==> src/rtl/frc_pkg.sv <==
package frc_pkg;

  typedef enum logic {
    OP_LOOKUP = 1'b0,
    OP_FILL   = 1'b1
  } frc_op_e;

  // Partner of a block: same index with the top index bit inverted.
  function automatic int unsigned partner_of(int unsigned idx, int unsigned idx_w);
    return idx ^ (32'd1 << (idx_w - 1));
  endfunction

endpackage

==> src/rtl/frc_fault_map.sv <==
module frc_fault_map #(
  parameter int NBLK  = 16,
  parameter int IDX_W = 4
) (
  input  logic             clk,
  input  logic             rst_n,
  input  logic             cfg_en,
  input  logic             we,
  input  logic [IDX_W-1:0] widx,
  input  logic             wval,
  output logic [NBLK-1:0]  fault_vec,
  output logic [NBLK-1:0]  mark_vec
);

  logic accept;
  assign accept = cfg_en && we;

  for (genvar g = 0; g < NBLK; g++) begin : g_bit
    logic sel;
    assign sel         = accept && (widx == IDX_W'(g));
    assign mark_vec[g] = sel && wval;

    always_ff @(posedge clk or negedge rst_n) begin
      if (!rst_n)   fault_vec[g] <= 1'b0;
      else if (sel) fault_vec[g] <= wval;
    end
  end

endmodule

==> src/rtl/frc_steer.sv <==
module frc_steer #(
  parameter int ADDR_W = 16,
  parameter int IDX_W  = 4,
  parameter int OFF_W  = 2,
  parameter int NBLK   = 16,
  parameter int TAG_W  = 10,
  parameter int KEY_W  = 11
) (
  input  logic [ADDR_W-1:0] addr,
  input  logic [NBLK-1:0]   fault_vec,
  output logic [IDX_W-1:0]  home_idx,
  output logic [IDX_W-1:0]  phys_idx,
  output logic              bypass,
  output logic [KEY_W-1:0]  key
);
  import frc_pkg::*;

  function automatic logic [IDX_W-1:0] idx_of(logic [ADDR_W-1:0] a);
    return a[OFF_W +: IDX_W];
  endfunction

  function automatic logic [TAG_W-1:0] tag_of(logic [ADDR_W-1:0] a);
    return a[ADDR_W-1 -: TAG_W];
  endfunction

  function automatic logic [KEY_W-1:0] key_of(logic [ADDR_W-1:0] a);
    logic [IDX_W-1:0] i;
    i = idx_of(a);
    return {i[IDX_W-1], tag_of(a)};
  endfunction

  logic [IDX_W-1:0] pair_idx;
  logic             home_bad;
  logic             pair_bad;

  assign home_idx = idx_of(addr);
  assign pair_idx = IDX_W'(partner_of(int'(home_idx), IDX_W));
  assign home_bad = fault_vec[home_idx];
  assign pair_bad = fault_vec[pair_idx];
  assign phys_idx = home_bad ? pair_idx : home_idx;
  assign bypass   = home_bad && pair_bad;
  assign key      = key_of(addr);

endmodule

==> src/rtl/frc_tag_store.sv <==
module frc_tag_store #(
  parameter int NBLK  = 16,
  parameter int IDX_W = 4,
  parameter int KEY_W = 11
) (
  input  logic             clk,
  input  logic             rst_n,
  input  logic [IDX_W-1:0] rd_idx,
  output logic             rd_valid,
  output logic [KEY_W-1:0] rd_key,
  input  logic             wr_en,
  input  logic [IDX_W-1:0] wr_idx,
  input  logic [KEY_W-1:0] wr_key,
  input  logic [NBLK-1:0]  clr_vec,
  output logic [NBLK-1:0]  valid_vec
);

  logic [KEY_W-1:0] key_q [NBLK];

  for (genvar g = 0; g < NBLK; g++) begin : g_ent
    logic hit_wr;
    assign hit_wr = wr_en && (wr_idx == IDX_W'(g));

    always_ff @(posedge clk or negedge rst_n) begin
      if (!rst_n) begin
        valid_vec[g] <= 1'b0;
        key_q[g]     <= '0;
      end else begin
        if (clr_vec[g])  valid_vec[g] <= 1'b0;
        else if (hit_wr) valid_vec[g] <= 1'b1;
        if (hit_wr)      key_q[g]     <= wr_key;
      end
    end
  end

  assign rd_valid = valid_vec[rd_idx];
  assign rd_key   = key_q[rd_idx];

endmodule

==> src/rtl/fault_remap_cache.sv <==
module fault_remap_cache #(
  parameter int ADDR_W = 16,
  parameter int IDX_W  = 4,
  parameter int OFF_W  = 2
) (
  input  logic              clk,
  input  logic              rst_n,
  input  logic              req_valid,
  input  logic              req_fill,
  input  logic [ADDR_W-1:0] req_addr,
  input  logic              cfg_en,
  input  logic              fmap_we,
  input  logic [IDX_W-1:0]  fmap_idx,
  input  logic              fmap_faulty,
  output logic              rsp_valid,
  output logic              rsp_hit,
  output logic              rsp_bypass,
  output logic [IDX_W-1:0]  rsp_block
);
  import frc_pkg::*;

  localparam int NBLK  = 1 << IDX_W;
  localparam int TAG_W = ADDR_W - IDX_W - OFF_W;
  localparam int KEY_W = TAG_W + 1;

  // Named internal events for the checker.
  logic [NBLK-1:0]  fault_vec;
  logic [NBLK-1:0]  mark_vec;
  logic [NBLK-1:0]  valid_vec;
  logic [IDX_W-1:0] home_idx;
  logic [IDX_W-1:0] phys_idx;
  logic             bypass;
  logic [KEY_W-1:0] key;
  logic             rd_valid;
  logic [KEY_W-1:0] rd_key;
  logic             fill_we;
  logic             lookup_hit;
  frc_op_e          op;

  assign op = req_fill ? OP_FILL : OP_LOOKUP;

  frc_fault_map #(.NBLK(NBLK), .IDX_W(IDX_W)) u_fmap (
    .clk(clk), .rst_n(rst_n), .cfg_en(cfg_en), .we(fmap_we),
    .widx(fmap_idx), .wval(fmap_faulty),
    .fault_vec(fault_vec), .mark_vec(mark_vec)
  );

  frc_steer #(
    .ADDR_W(ADDR_W), .IDX_W(IDX_W), .OFF_W(OFF_W),
    .NBLK(NBLK), .TAG_W(TAG_W), .KEY_W(KEY_W)
  ) u_steer (
    .addr(req_addr), .fault_vec(fault_vec),
    .home_idx(home_idx), .phys_idx(phys_idx), .bypass(bypass), .key(key)
  );

  assign fill_we    = req_valid && (op == OP_FILL) && !bypass;
  assign lookup_hit = (op == OP_LOOKUP) && !bypass && rd_valid && (rd_key == key);

  frc_tag_store #(.NBLK(NBLK), .IDX_W(IDX_W), .KEY_W(KEY_W)) u_tags (
    .clk(clk), .rst_n(rst_n),
    .rd_idx(phys_idx), .rd_valid(rd_valid), .rd_key(rd_key),
    .wr_en(fill_we), .wr_idx(phys_idx), .wr_key(key),
    .clr_vec(mark_vec), .valid_vec(valid_vec)
  );

  always_ff @(posedge clk or negedge rst_n) begin
    if (!rst_n) begin
      rsp_valid  <= 1'b0;
      rsp_hit    <= 1'b0;
      rsp_bypass <= 1'b0;
      rsp_block  <= '0;
    end else begin
      rsp_valid <= req_valid;
      if (req_valid) begin
        rsp_hit    <= lookup_hit;
        rsp_bypass <= bypass;
        rsp_block  <= phys_idx;
      end
    end
  end

endmodule

==> config.mk <==
export PLATFORM = sky130hd
export DESIGN_NAME = fault_remap_cache
export DESIGN_NICKNAME = d
export VERILOG_FILES = /design/src/rtl/frc_pkg.sv /design/src/rtl/frc_fault_map.sv /design/src/rtl/frc_steer.sv /design/src/rtl/frc_tag_store.sv /design/src/rtl/fault_remap_cache.sv
export SDC_FILE = /design/constraint.sdc
export NUM_CORES = 1
export LEC_CHECK = 0
export ABC_AREA = 1
export BUFFER_PORTS_ARGS = -buffer_cell sky130_fd_sc_hd__buf_2
export CAP_MARGIN = 20
export CORE_UTILIZATION = 62
export DETAILED_ROUTE_END_ITERATION = 6
export PLACE_DENSITY = 0.84
export SLEW_MARGIN = 20
export SYNTH_ARGS = -nofsm -noshare
export SYNTH_HDL_FRONTEND = slang
export SYNTH_SLANG_ARGS = --single-unit
==> constraint.sdc <==
create_clock -name clk -period 3.38 [get_ports clk]
set_clock_uncertainty 0.2 [all_clocks]
set_input_delay 0.507 -clock clk [delete_from_list [all_inputs] [get_ports clk]]
set_output_delay 0.507 -clock clk [all_outputs]
set_load 0.02 [all_outputs]
* Yosys cells after proc, flatten, opt, wreduce, memory -nomap -nowiden
Index checks and enable logic that the tools add are counted.
Storage, ports and cells: register bits after elaboration 215, input port bits 27, output and inout port bits 7, word-level logic and storage cells 207
Cells by class: $lt $le $gt $ge 4, equal/unequal tests 31, mux-type cells 43, bitwise logic cells 3, reduce and logical (&&, ||, !) cells 74
Operators by type and width (number):
- $eq 4x4->1 const B | 16
- $logic_and 1x1->1 | 55
- $bmux 11 s4 | 1
- $mux 1 | 36
- $eq 4x3->1 const B | 8
- $reduce_bool 2->1 | 16
- $mux 11 | 2
- $eq 4x2->1 const B | 4
- $lt 4x5->1 const B | 3
- $bmux 1 s4 | 3
- $eq 11x11->1 | 1
- $eq 4x1->1 const B | 2
- $logic_not 4->1 | 2
- $ge 5x5->1 const B | 1
- $not 4->5 | 1
- $mux 4 | 1
- $not 1->1 | 2
- $logic_not 1->1 | 1

* Logic depth before layout (Yosys ltp)
depth in word-level cells 9, depth in mapped cells 20, depth with buffers taken out 17

* Cells and area by module
Synthesis repeated with hierarchy kept, for this count alone.
Second synthesis, totals: cell total of the unflattened synthesis 1505, area, all modules 10991.8 um^2
Modules (own cells, without submodules):
- frc_tag_store | times used 1, cells each 1234, area each 9295.2 um^2, sequential area each 4804.6 um^2
- frc_fault_map | times used 1, cells each 121, area each 849.6 um^2, sequential area each 400.4 um^2
- fault_remap_cache | times used 1, cells each 78, area each 471.7 um^2, sequential area each 175.2 um^2
- frc_steer | times used 1, cells each 72, area each 375.4 um^2, sequential area each 0.0 um^2

* Worst setup path after synthesis
Ideal clock, no wire load.
path kind in2reg, from input req_addr[2], to register u_tags.key_q[110] (netlist name), library setup time 0.132 ns, arrival 1.971 ns, data required time 3.048 ns, path slack 1.077 ns, cell stages on the path 17, buffers on the path 3, cell sequence buf_6 > inv_2 > buf_6 > nand2_1 > nand2_1 > nand2_1 > nand2_1 > nand2_2 > nand3_4 > nand2_4 > nor2_2 > inv_2 > nor2_8 > inv_2 > buf_6 > nand2_1 > o21ai_2
On the way: longest elaborated chain between the ends 6, elaborated cells on any way between the ends 10, those cells by class eq/ne: 1; mux: 5; reduce/logical: 4
Ends and longest elaborated chain:
- start, declared | RTL line fault_remap_cache.sv:10 | input logic [ADDR_W-1:0] req_addr,
- parallel branches: the longest is 5 deep, another holds $bmux 1 s4
- $logic_and 1x1->1 (*) | RTL line frc_tag_store.sv:22 | assign hit_wr = wr_en && (wr_idx == IDX_W'(g));
- end signal, assigned by index | RTL line frc_tag_store.sv:31 | if (hit_wr) key_q[g] <= wr_key;
- end, declared | RTL line frc_tag_store.sv:18 | logic [KEY_W-1:0] key_q [NBLK];
Mark *: on every way between the ends. The select of a mux whose other input is x is not followed. A chain may end at the register's enable or synchronous reset.

* Worst setup path after layout
from input req_addr[3], to register u_tags.key_q[144] (netlist name)
On the way: longest elaborated chain between the ends 6, elaborated cells on any way between the ends 10, those cells by class eq/ne: 1; mux: 5; reduce/logical: 4
Ends and longest elaborated chain (RTL line):
- parallel branches: the longest is 5 deep, another holds $bmux 1 s4
- $logic_and 1x1->1 (*) | frc_tag_store.sv:22
Marked as above.

==> results.py <==
metrics = {
    "min_path": {
        "worstHoldPathCells": 3,
        "hold_end": "u_tags.key_q[138]$_DFFE_PN0P_",
        "min_from": "req_addr[12]",
        "hold_class": "primary input to flip-flop",
    },
    "outcome": {
        "status": "finished clean",
    },
    "drt": {
        "antenna_left": 0,
        "drc": 0,
        "vias": 9138,
        "routed_wl_mm": 28.2,
        "wl_per_cell_um": 18.0,
        "drt-initial-drc-count": 996,
        "first_pass_iters": 5,
        "routed_via_density": 5.82,
    },
    "synth": {
        "ys_async_sr_fraction_pct": 100,
        "synthesis.nets": 1344,
        "synth_cells": 1317,
        "yosys-top-cells-count": "383 x nand2_1, 215 x dfrtp_1, 197 x nor2_1, 129 x o21ai_0, 76 x inv_1",
        "synth_top_area_share_pct": 50.5,
        "synth-edff-count": 0,
        "yosysSeqAreaShare_pct": 50.5,
        "synth.distinct_cells": 35,
        "synth_ff_type": "dfrtp_1",
        "ys_ff_latch": 215,
        "syn_area_per_cell_um2": 8.09,
        "synth_warnings": 0,
        "post-synth-top-area-cell": "dfrtp_1",
        "synth.most_common_cell": "nand2_1",
        "netlist_area_um2": 10700,
        "ys_top_cells_by_area": "dfrtp_1 50%, nand2_1 13%, nor2_1 6.9%",
    },
    "die": {
        "start_util_pct": 63.8,
        "core-area_um2": 16700,
        "die_height_um": 133,
        "rows": 47,
        "die-area_um2": 17700,
        "die_w_um": 133,
        "ios": 34,
    },
    "finish": {
        "layoutNonFillerInstCount": 1569,
        "nNetsFinal": 1361,
        "fillerInstances": 1260,
        "multi_input_area_um2": 4460,
        "num_antenna_cells": 0,
        "stdcell_area_um2": 11800,
        "syn_to_final_growth_pct": 10.2,
        "seq_area_um2": 5380,
        "layout-drive-gt1-share_pct": 14.8,
    },
    "critical_path": {
        "end_kind": "flip-flop",
        "ff2ff_path_depth": 16,
        "critPathArrivalTime_ns": 2.89,
        "reg2reg_slack_ns": 0.82,
        "reg2reg_from": "u_fmap.fault_vec[0]$_DFFE_PN0P_",
        "cp.required_ns": 3.61,
        "start_kind": "primary input",
        "rr_endpoint": "u_tags.key_q[144]$_DFFE_PN0P_",
        "path_class": "primary input to flip-flop",
        "path_max_fanout": 22,
    },
    "clocking": {
        "cts.clk_slew.worst_paths_ns": 0.06,
        "cts_buffers": 23,
        "cts_tree": "built",
        "cts_setup_buffers": 0,
        "clk_latency_ns": 0.51,
        "clockBufferDepth": 3,
        "clkSinkCount": 215,
        "root_buffer": "clkbuf_16",
        "post_cts_resized": 0,
        "htree_levels": 1,
    },
    "sta": {
        "tns_ns": 0,
        "finalCritPeriodShare_pct": 78.7,
        "slew_violations": 0,
        "timing.fmax_mhz": 376,
        "rsz0062_at_grt": "false",
        "setup_viol": 0,
        "tightest_slew_ns": 0.652,
        "hold_viol": 0,
        "period_needed_ns": 2.66,
        "slew_headroom_pct": 56.5,
    },
    "placed_design": {
        "place_congestion": 0.909,
        "place_area_um2": 10900,
        "place_inst": 1527,
        "dp_hpwl_mm": 17.6,
        "portBuffers": 31,
    },
    "global_routing": {
        "antenna_found_initial": 0,
        "grt_pass1_wl_mm": 45.5,
        "grt_max_degree": 74,
        "grt_pass1_vias": 8874,
        "grt_overflow_total": 0,
        "grtUsageTotal_pct": 33.0,
    },
    "job": {
        "drv_cap": 0,
    },
    "pwr": {
        "p_per_area_nw_per_um2": 646,
        "power_leakage_nw": 5.80,
        "ir_drop_v": 0.000469,
        "total_power_mw": 7.60,
    },
}
==> critical path, stage by stage <==
cell	delay, ns
buf_2	0.15
inv_1	0.41
nand2_1	0.17
nand2_1	0.12
nand2_2	0.07
nand2_1	0.07
nand2_1	0.10
nand2_1	0.11
inv_2	0.06
nand2_4	0.09
clkinv_4	0.10
nand2_4	0.13
nor2_2	0.06
inv_2	0.48
nand2_1	0.17
o21ai_2	0.09
==> flip-flops by register name (all words and copies together), names as in the netlist <==
name and count:
rsp_block 4, rsp_bypass 1, rsp_hit 1, rsp_valid 1, u_fmap.fault_vec 16, u_tags.key_q 176
u_tags.valid_vec 16
==> how the worst max path moves through the flow <==
stage | startpoint | endpoint | slack [ns] | cells after the start
6_report | req_addr[3] | u_tags.key_q[144]$_DFFE_PN0P_ | 0.72 | 16
5_1_grt | req_addr[3] | rsp_hit$_DFFE_PN0P_ | 0.57 | 17
4_1_cts | req_addr[3] | u_tags.key_q[144]$_DFFE_PN0P_ | 0.80 | 16
3_5_place_dp | req_addr[3] | u_tags.key_q[144]$_DFFE_PN0P_ | 0.30 | 16
3_3_place_gp | req_addr[2] | u_tags.key_q[150]$_DFFE_PN0P_ | 0.40 | 18
2_1_floorplan | req_addr[2] | u_tags.key_q[110]$_DFFE_PN0P_ | 1.08 | 17
==> final cells by class <==
type / instances / area share [%]
clock buffer: 37 / 6.20
clock inverter: 3 / 0.554
inverter: 91 / 2.95
multi-input combinational: 939 / 38.0
sequential: 215 / 45.8
tap: 220 / 2.34
timing repair buffer: 64 / 4.20
==> power breakdown <==
part / leakage (nW) / switching, mW / internal [mW]
combinational: 2.78 / 0.907 / 0.560
sequential: 2.63 / 0.307 / 3.20
clock: 0.392 / 1.00 / 1.61
total: 5.80 / 2.22 / 5.38
==> placed cells by master (no fill, tap or decap) <==
cell	instances
nand3_4	1
a21boi_0	2
nand2_8	1
clkinv_1	1
nor3_1	6
nor2_8	3
clkbuf_8	10
clkinv_4	1
buf_4	25
dlygate4sd3_1	2
nor2_1	197
o21ai_0	129
dfrtp_1	215
o21a_1	10
inv_2	13
a21oi_2	27
o21ai_1	26
nand4_1	2
o221ai_1	2
o21ai_2	30
nand2_4	5
bufinv_16	2
nand3_1	33
clkinv_2	1
a21oi_1	41
inv_1	76
mux2_2	2
buf_2	30
nand3_2	3
nand2_2	3
o22ai_1	19
nor2_4	11
nand2_1	383
clkbuf_16	23
clkbuf_1	4
o22a_1	1
nor2_2	2
buf_12	6
buf_8	1
==> cell families (layout without fill, tap and decap cells) <==
kind of cell,after synthesis,in the layout,share of synthesized area (%)
multiplexers,2,2,0.211
AO/OA/AOI/OAI,287,287,16.1
flip-flops,215,215,50.5
buffers and inverters,163,195,7.65
AND/OR/NAND/NOR,650,650,25.6
==> what timing repair did <==
action | in CTS | in global routing
hold endpoints to repair | 44 | 0
hold buffers | 2 | 0
endpoints found under the setup margin | 0 | 0
==> per-layer routing <==
| layer | global-route usage, % | routed length [um] | vias up |
|---|---|---|---|
| met5 | 0 | 0 | - |
| met4 | 16.0 | 1250 | 0 |
| met3 | 6.13 | 2540 | 112 |
| met2 | 52.2 | 12900 | 496 |
| met1 | 44.3 | 11600 | 4279 |
| li1 | - | - | 4251 |
==> through the flow <==
stage	hold slack, ns	util (%)	setup slack (ns)
2_1_floorplan	0.0114	-	1.08
3_3_place_gp	0.229	65.5	0.399
3_5_place_dp	0.231	65.5	0.299
4_1_cts	0.0911	70.4	0.803
5_1_grt	0.111	70.4	0.575
6_report	0.0927	70.4	0.720
Power figures use the tool's default switching activity.
